## config.mk

```make
export PLATFORM = sky130hd
export DESIGN_NAME = sd_blk_rd_seq
export DESIGN_NICKNAME = d
export VERILOG_FILES = /design/src/rtl/sd_rd_pkg.sv /design/src/rtl/sd_rd_poll_timer.sv /design/src/rtl/sd_rd_classify.sv /design/src/rtl/sd_blk_rd_seq.sv
export SDC_FILE = /design/constraint.sdc
export NUM_CORES = 1
export LEC_CHECK = 0
export ABC_AREA = 1
export BUFFER_PORTS_ARGS = -buffer_cell sky130_fd_sc_hd__buf_2
export CAP_MARGIN = 20
export CORE_MARGIN = 2
export CORE_UTILIZATION = 25
export CTS_CLUSTER_DIAMETER = 50
export DETAILED_ROUTE_END_ITERATION = 16
export SLEW_MARGIN = 20
export SYNTH_ARGS = -nofsm -noshare
export SYNTH_HDL_FRONTEND = slang
export SYNTH_SLANG_ARGS = --single-unit
export TNS_END_PERCENT = 10
```

## constraint.sdc

```tcl
create_clock -name clk_i -period 4.4 [get_ports clk_i]
set_input_delay 0.44 -clock clk_i [delete_from_list [all_inputs] [get_ports clk_i]]
set_output_delay 0.44 -clock clk_i [all_outputs]
set_load 0.02 [all_outputs]
```

## src/rtl/sd_rd_pkg.sv

```systemverilog
package sd_rd_pkg;

  typedef enum logic [2:0] {
    S_IDLE, S_WR_LEN, S_WR_DCTL, S_WR_ARG, S_WR_CMD, S_POLL_REQ, S_POLL_RSP
  } seq_state_e;

  typedef enum logic [1:0] {PH_CMD, PH_DAT, PH_FIFO, PH_OVR} phase_e;

  typedef enum logic [3:0] {
    E_NONE    = 4'd0,
    E_CMD_CRC = 4'd1,
    E_CMD_TO  = 4'd2,
    E_DAT_CRC = 4'd3,
    E_DAT_TO  = 4'd4,
    E_OVERRUN = 4'd5,
    E_WD_CMD  = 4'd6,
    E_WD_DAT  = 4'd7,
    E_WD_FIFO = 4'd8
  } err_e;

  // status word bit positions
  localparam int ST_CCRC   = 0;
  localparam int ST_DCRC   = 1;
  localparam int ST_CTO    = 2;
  localparam int ST_DTO    = 3;
  localparam int ST_OVR    = 5;
  localparam int ST_CREND  = 6;
  localparam int ST_DBEND  = 10;
  localparam int ST_FEMPTY = 19;

  localparam int CMD_IDX   = 17;

endpackage

```

## src/rtl/sd_rd_poll_timer.sv

```systemverilog
module sd_rd_poll_timer #(
  parameter int TO_W = 16
) (
  input  logic            clk_i,
  input  logic            rst_ni,
  input  logic            clr_i,
  input  logic [TO_W-1:0] limit_i,
  output logic            expired_o
);
  localparam logic [TO_W-1:0] CNT_MAX = '1;

  logic [TO_W-1:0] cnt_q;

  always_ff @(posedge clk_i or negedge rst_ni) begin
    if (!rst_ni)               cnt_q <= '0;
    else if (clr_i)            cnt_q <= '0;
    else if (cnt_q != CNT_MAX) cnt_q <= cnt_q + 1'b1;
  end

  assign expired_o = (cnt_q >= limit_i);

  // once expired, stays expired until cleared (limit held)
  assert_expiry_sticky_R7: assert property (@(posedge clk_i) disable iff (!rst_ni)
    (!clr_i && expired_o) |=> (expired_o || !$stable(limit_i)));

endmodule

```

## src/rtl/sd_rd_classify.sv

```systemverilog
module sd_rd_classify
  import sd_rd_pkg::*;
#(
  parameter int DW = 32
) (
  input  phase_e        phase_i,
  input  logic [DW-1:0] sta_i,
  output logic          adv_o,
  output logic          fail_o,
  output err_e          code_o
);
  logic unused_sta;
  assign unused_sta = ^sta_i;

  always_comb begin
    adv_o  = 1'b0;
    fail_o = 1'b0;
    code_o = E_NONE;
    unique case (phase_i)
      PH_CMD: begin
        if (sta_i[ST_CCRC])      begin fail_o = 1'b1; code_o = E_CMD_CRC; end
        else if (sta_i[ST_CTO])  begin fail_o = 1'b1; code_o = E_CMD_TO;  end
        else                     adv_o = sta_i[ST_CREND];
      end
      PH_DAT: begin
        if (sta_i[ST_DCRC])      begin fail_o = 1'b1; code_o = E_DAT_CRC; end
        else if (sta_i[ST_DTO])  begin fail_o = 1'b1; code_o = E_DAT_TO;  end
        else                     adv_o = sta_i[ST_DBEND];
      end
      PH_FIFO: adv_o = sta_i[ST_FEMPTY];
      PH_OVR: begin
        if (sta_i[ST_OVR])       begin fail_o = 1'b1; code_o = E_OVERRUN; end
        else                     adv_o = 1'b1;
      end
      default: ;
    endcase
  end

  assert_adv_fail_excl_R4: assert final (!(adv_o && fail_o));

endmodule

```

## src/rtl/sd_blk_rd_seq.sv

```systemverilog
module sd_blk_rd_seq
  import sd_rd_pkg::*;
#(
  parameter int            AW        = 8,
  parameter int            DW        = 32,
  parameter int            TO_W      = 16,
  parameter int            BLK_BYTES = 512,
  parameter logic [AW-1:0] LEN_OFS   = 'h10,
  parameter logic [AW-1:0] DCTL_OFS  = 'h14,
  parameter logic [AW-1:0] ARG_OFS   = 'h04,
  parameter logic [AW-1:0] CMD_OFS   = 'h08,
  parameter logic [AW-1:0] STA_OFS   = 'h20
) (
  input  logic            clk_i,
  input  logic            rst_ni,
  input  logic            start_i,
  input  logic [DW-1:0]   card_addr_i,
  input  logic [TO_W-1:0] poll_limit_i,
  output logic            busy_o,
  output logic            done_o,
  output logic            ok_o,
  output logic            err_o,
  output logic [3:0]      err_code_o,
  output logic            bus_req_o,
  output logic            bus_we_o,
  output logic [AW-1:0]   bus_addr_o,
  output logic [DW-1:0]   bus_wdata_o,
  input  logic            bus_ready_i,
  input  logic            bus_rvalid_i,
  input  logic [DW-1:0]   bus_rdata_i
);
  localparam int            BLK_CODE  = $clog2(BLK_BYTES);
  localparam logic [DW-1:0] LEN_WORD  = DW'(BLK_BYTES);
  // enable | dir=rx | block mode | dma | size code
  localparam logic [DW-1:0] DCTL_WORD = DW'((BLK_CODE << 4) | 'h1 | 'h2 | 'h8);
  localparam logic [DW-1:0] CMD_WORD  = DW'(CMD_IDX | (1 << 6) | (1 << 10));

  seq_state_e    state_q;
  phase_e        phase_q;
  logic [DW-1:0] arg_q;
  logic          done_q, ok_q, err_q, fifo_seen_q;
  err_e          code_q;

  logic adv, fail, expired, rsp_fire, wd_hit, phase_chg, polling, tmr_clr;
  err_e cls_code, wd_code;

  sd_rd_classify #(.DW(DW)) u_cls (
    .phase_i (phase_q),
    .sta_i   (bus_rdata_i),
    .adv_o   (adv),
    .fail_o  (fail),
    .code_o  (cls_code)
  );

  sd_rd_poll_timer #(.TO_W(TO_W)) u_tmr (
    .clk_i     (clk_i),
    .rst_ni    (rst_ni),
    .clr_i     (tmr_clr),
    .limit_i   (poll_limit_i),
    .expired_o (expired)
  );

  assign polling   = (state_q == S_POLL_REQ) || (state_q == S_POLL_RSP);
  assign rsp_fire  = (state_q == S_POLL_RSP) && bus_rvalid_i;
  // a finishing response wins over the watchdog in the same cycle
  assign wd_hit    = polling && expired && !(rsp_fire && (adv || fail));
  assign phase_chg = rsp_fire && adv && !fail && (phase_q != PH_OVR);
  assign tmr_clr   = !polling || phase_chg;

  always_comb begin
    unique case (phase_q)
      PH_CMD:  wd_code = E_WD_CMD;
      PH_DAT:  wd_code = E_WD_DAT;
      default: wd_code = E_WD_FIFO;
    endcase
  end

  always_ff @(posedge clk_i or negedge rst_ni) begin
    if (!rst_ni) begin
      state_q     <= S_IDLE;
      phase_q     <= PH_CMD;
      arg_q       <= '0;
      done_q      <= 1'b0;
      ok_q        <= 1'b0;
      err_q       <= 1'b0;
      code_q      <= E_NONE;
      fifo_seen_q <= 1'b0;
    end else begin
      done_q <= 1'b0;
      unique case (state_q)
        S_IDLE: if (start_i) begin
          arg_q       <= card_addr_i;
          ok_q        <= 1'b0;
          err_q       <= 1'b0;
          code_q      <= E_NONE;
          phase_q     <= PH_CMD;
          fifo_seen_q <= 1'b0;
          state_q     <= S_WR_LEN;
        end
        S_WR_LEN:  if (bus_ready_i) state_q <= S_WR_DCTL;
        S_WR_DCTL: if (bus_ready_i) state_q <= S_WR_ARG;
        S_WR_ARG:  if (bus_ready_i) state_q <= S_WR_CMD;
        S_WR_CMD:  if (bus_ready_i) state_q <= S_POLL_REQ;
        S_POLL_REQ: begin
          if (wd_hit) begin
            state_q <= S_IDLE; done_q <= 1'b1; err_q <= 1'b1; code_q <= wd_code;
          end else if (bus_ready_i) begin
            state_q <= S_POLL_RSP;
          end
        end
        S_POLL_RSP: begin
          if (wd_hit) begin
            state_q <= S_IDLE; done_q <= 1'b1; err_q <= 1'b1; code_q <= wd_code;
          end else if (rsp_fire) begin
            if (fail) begin
              state_q <= S_IDLE; done_q <= 1'b1; err_q <= 1'b1; code_q <= cls_code;
            end else if (adv && phase_q == PH_OVR) begin
              state_q <= S_IDLE; done_q <= 1'b1; ok_q <= 1'b1; code_q <= E_NONE;
            end else begin
              if (adv) begin
                phase_q <= phase_e'(phase_q + 2'd1);
                if (phase_q == PH_FIFO) fifo_seen_q <= 1'b1;
              end
              state_q <= S_POLL_REQ;
            end
          end
        end
        default: state_q <= S_IDLE;
      endcase
    end
  end

  always_comb begin
    bus_req_o   = 1'b1;
    bus_we_o    = 1'b1;
    bus_addr_o  = STA_OFS;
    bus_wdata_o = '0;
    unique case (state_q)
      S_WR_LEN:   begin bus_addr_o = LEN_OFS;  bus_wdata_o = LEN_WORD;  end
      S_WR_DCTL:  begin bus_addr_o = DCTL_OFS; bus_wdata_o = DCTL_WORD; end
      S_WR_ARG:   begin bus_addr_o = ARG_OFS;  bus_wdata_o = arg_q;     end
      S_WR_CMD:   begin bus_addr_o = CMD_OFS;  bus_wdata_o = CMD_WORD;  end
      S_POLL_REQ: bus_we_o = 1'b0;
      default:    begin bus_req_o = 1'b0; bus_we_o = 1'b0; end
    endcase
  end

  assign busy_o     = (state_q != S_IDLE);
  assign done_o     = done_q;
  assign ok_o       = ok_q;
  assign err_o      = err_q;
  assign err_code_o = code_q;

  assert_wr_hold_R1: assert property (@(posedge clk_i) disable iff (!rst_ni)
    (bus_req_o && bus_we_o && !bus_ready_i) |=>
      (bus_req_o && bus_we_o && $stable(bus_addr_o) && $stable(bus_wdata_o)));

  assert_ovr_after_fifo_R6: assert property (@(posedge clk_i) disable iff (!rst_ni)
    (done_o && (ok_o || err_code_o == E_OVERRUN)) |-> fifo_seen_q);

  assert_arg_stable_R8: assert property (@(posedge clk_i) disable iff (!rst_ni)
    (busy_o && !done_o && $past(busy_o)) |-> $stable(arg_q));

  assert_done_pulse_R9: assert property (@(posedge clk_i) disable iff (!rst_ni)
    done_o |=> !done_o);

  assert_ok_err_excl_R9: assert property (@(posedge clk_i) disable iff (!rst_ni)
    !(ok_o && err_o));

  assert_no_req_idle_R10: assert property (@(posedge clk_i) disable iff (!rst_ni)
    !busy_o |-> !bus_req_o);

endmodule

```

==> insert_results.sql <==
INSERT INTO impl_metrics (metric_group, metric, value, unit) VALUES
('final_layout', 'final_core_utilization', '31.85', '%'),
('drt', 'vias', '3456', ''),
('sta', 'setup_total_negative_slack', '0', 'ns'),
('setup_path', 'r2r-end', 'u_tmr.cnt_q[15]', ''),
('logic_synthesis', 'mean_area_per_synthesized_cell', '7.348', 'um2'),
('placed_design', 'place.port_buffers', '106', ''),
('logic_synthesis', 'synthCells', '518', ''),
('die', 'initial_core_util', '25.32', '%'),
('logic_synthesis', 'synth_async_sr_flop_share', '100.0', '%'),
('setup_path', 'worstPathMaxFanout', '24', ''),
('pwr', 'internal_power', '1.522', 'mW'),
('final_layout', 'nets', '732', ''),
('logic_synthesis', 'ys_dominant_reg_cell', 'sky130_fd_sc_hd__dfrtp_1', ''),
('clock_tree', 'worst_skew_pair.late_latency', '0.33', 'ns'),
('global_routing', 'number_of_antenna_violations_at_the_first_check_in_global_routing', '0', ''),
('pwr', 'power_leakage', '2.772', 'nW'),
('setup_path', 'required', '3.96', 'ns'),
('global_routing', 'global_route_wire_length_before_repair', '15150', 'um'),
('drt', 'antenna_violating_nets_post_route', '0', ''),
('clock_tree', 'cts.root.buffer_cell', 'sky130_fd_sc_hd__clkbuf_16', ''),
('sta', 'timing.hold.ws', '0.1391', 'ns'),
('setup_path', 'end_kind', 'output port', ''),
('clock_tree', 'cts.htree.levels', '3', ''),
('clock_tree', 'cts_post_setup_buffers_inserted', '0', ''),
('logic_synthesis', 'post_synth_num_cell_types', '37', ''),
('sta', 'final_number_of_max_transition_violations', '0', ''),
('run', 'drv.max_cap_violation_count', '0', ''),
('setup_path', 'ff2ff_path_depth', '13', ''),
('clock_tree', 'cts-resized-gates', '0', ''),
('pwr', 'power_density', '550.2', 'nW/um2'),
('sta', 'worst-slew-pin-transition', '0.7464', 'ns'),
('die', 'chipHeight', '127.4', 'um'),
('clock_tree', 'clock_transition_at_path_regs', '0.05', 'ns'),
('placed_design', 'postPlaceCellArea', '4503', 'um2'),
('setup_path', 'timing.reg2reg.setup_slack', '2.18', 'ns'),
('final_layout', 'final_instance_area', '4788', 'um2'),
('logic_synthesis', 'leading_cell_types_by_total_area_after_synthesis', 'sky130_fd_sc_hd__dfrtp_1, sky130_fd_sc_hd__nand2_1, sky130_fd_sc_hd__inv_1, sky130_fd_sc_hd__nor2_1, sky130_fd_sc_hd__ha_1', ''),
('logic_synthesis', 'synth_enable_flop_cells', '0', ''),
('pwr', 'power.clock.fraction', '25.0', '%'),
('logic_synthesis', 'synth-warning-count', '0', ''),
('placed_design', 'dp_hpwl', '7000', 'um'),
('sta', 'max_clock_freq', '377.2', 'MHz'),
('clock_tree', 'holdBufCountCts', '0', ''),
('drt', 'routedWlPerCell', '11.19', 'um'),
('die', 'placementRows', '45', ''),
('clock_tree', 'cts.path.max_buffers', '2', ''),
('global_routing', 'largest_net_degree_at_the_start_of_global_routing', '59', ''),
('final_layout', 'antenna_cells', '0', ''),
('sta', 'fin_clk_skew', '0.006482', 'ns'),
('drt', 'finalWirelength', '9140', 'um'),
('logic_synthesis', 'cell_type_contributing_the_most_total_cell_area_after_synthesis', 'sky130_fd_sc_hd__dfrtp_1', ''),
('pwr', 'ir_drop', '0.0003741', 'V'),
('die', 'horizontal_die_dimension', '127.4', 'um'),
('run_status', 'outcome', 'finished, final reports clean', ''),
('clock_tree', 'total_number_of_clock_tree_sinks', '60', ''),
('pwr', 'p_switching', '1.113', 'mW'),
('global_routing', 'via_count_of_the_first_global_routing_pass', '3113', ''),
('setup_path', 'critical_path.reg2reg.startpoint', 'phase_q[0]', ''),
('logic_synthesis', 'yosys_register_bits', '60', ''),
('sta', 'maxSlewHeadroom', '50.19', '%'),
('drt', 'drcViolationCount', '0', ''),
('setup_path', 'criticalPathCategory', 'reg -> out', ''),
('setup_path', 'worstPathArrival', '2.21', 'ns'),
('sta', 'finalHoldViolCount', '0', ''),
('logic_synthesis', 'yosysSeqAreaShare', '39.45', '%'),
('final_layout', 'fin_cells', '817', ''),
('die', 'placeableCoreArea', '15030', 'um2'),
('global_routing', 'gr-usage-all-layers', '11.78', '%'),
('drt', 'detail_route.first_pass.iterations', '4', ''),
('final_layout', 'drive_above_1_share', '24.96', '%'),
('setup_path', 'startpoint_type', 'register', '');
## worst max-delay path by stage
stage | startpoint | depth (start not counted) | to | slack, ns
after CTS | state_q[2] | 6 | bus_wdata_o[25] | 1.67
after floorplan | state_q[2] | 7 | bus_wdata_o[11] | 2.32
after global routing | state_q[2] | 6 | bus_wdata_o[15] | 1.43
after detailed placement | poll_limit_i[9] | 13 | err_code_o[2] | 2.00
after global placement | state_q[2] | 6 | bus_wdata_o[25] | 2.04
final | state_q[2] | 6 | bus_wdata_o[25] | 1.75
## critical path, stage by stage (launching register included)
cell and delay [ns]:
sky130_fd_sc_hd__dfrtp_1 0.50, sky130_fd_sc_hd__nor2_2 0.22, sky130_fd_sc_hd__inv_1 0.10, sky130_fd_sc_hd__nor2_2 0.24, sky130_fd_sc_hd__inv_1 0.39, sky130_fd_sc_hd__nor2_1 0.23, sky130_fd_sc_hd__buf_2 0.19
## stage by stage
step / power, mW / setup slack (ns)
final: 2.635 / 1.749
after global routing: 2.879 / 1.431
after CTS: 2.690 / 1.666
after detailed placement: 2.007 / 1.997
after global placement: 1.994 / 2.037
after floorplan: 1.675 / 2.323
## power by group through the flow
| stage | Combinational (mW) | Clock (mW) | Sequential (mW) |
|---|---|---|---|
| detailed placement | 1.19 | 0 | 0.820 |
| global route | 1.33 | 0.713 | 0.833 |
| global placement | 1.18 | 0 | 0.815 |
| CTS | 1.19 | 0.689 | 0.810 |
| finish | 1.17 | 0.658 | 0.809 |
| floorplan | 0.861 | 0 | 0.814 |
## Yosys cell counts, types with 4 or more instances
master / number
sky130_fd_sc_hd__o21ai_0: 14
sky130_fd_sc_hd__mux2_2: 5
sky130_fd_sc_hd__nor3_1: 9
sky130_fd_sc_hd__nand3_1: 24
sky130_fd_sc_hd__o21ai_1: 6
sky130_fd_sc_hd__nor2_2: 5
sky130_fd_sc_hd__buf_4: 4
sky130_fd_sc_hd__inv_1: 83
sky130_fd_sc_hd__ha_1: 23
sky130_fd_sc_hd__a21oi_1: 40
sky130_fd_sc_hd__nor2_1: 81
sky130_fd_sc_hd__inv_2: 9
sky130_fd_sc_hd__nand2_1: 107
sky130_fd_sc_hd__nand4_1: 4
sky130_fd_sc_hd__dfrtp_1: 60
sky130_fd_sc_hd__buf_2: 9
## cells in the final DEF, fill, tap and decap left out, drive strengths merged, types with 11 or more instances in the layout
| master | synthesis | final |
|---|---|---|
| nand2 | 113 | 113 |
| buf | 14 | 107 |
| inv | 92 | 92 |
| nor2 | 88 | 88 |
| dfrtp | 60 | 60 |
| a21oi | 41 | 41 |
| nand3 | 27 | 27 |
| ha | 23 | 23 |
| o21ai | 20 | 20 |
| clkbuf | 1 | 12 |
| nor3 | 11 | 11 |
## area by class of cell
cell class	instances	area, um2
fillers	1639	10240
multi-input cells	354	1888
flip-flops and latches	60	1501
repair buffers	107	538.0
inverters	92	345.3
clock buffers	12	256.5
well taps	188	235.2
clock inverters	4	23.77
## logic make-up (layout without fill, tap and decap cells)
family / count (synthesis) / in the layout / synth area share, %
simple gates: 251 / 251 / 29.22
buf+inv: 107 / 215 / 11.44
compound gates: 64 / 64 / 8.942
flops: 60 / 60 / 39.45
fa+ha+maj: 23 / 23 / 7.561
mux: 8 / 8 / 2.367
xor+xnor: 4 / 4 / 0.9206
other cells: 1 / 4 / 0.09852
## flip-flops by register name, summed over array words and instances, names as in the netlist
| name | cells |
|---|---|
| arg_q | 32 |
| u_tmr.cnt_q | 16 |
| err_code_o | 4 |
| state_q | 3 |
| phase_q | 2 |
| done_o | 1 |
| err_o | 1 |
| ok_o | 1 |
## metal layers
| metal | vias to the layer above | share of wire [%] | GRT usage [%] |
|---|---|---|---|
| li1 | 1827 | - | - |
| met1 | 1530 | 48 | 16.05 |
| met2 | 85 | 45 | 18.09 |
| met3 | 14 | 5.3 | 3.057 |
| met4 | 0 | 1.8 | 4.202 |
| met5 | - | 0 | 0 |
(Power assumes the default switching activity.)
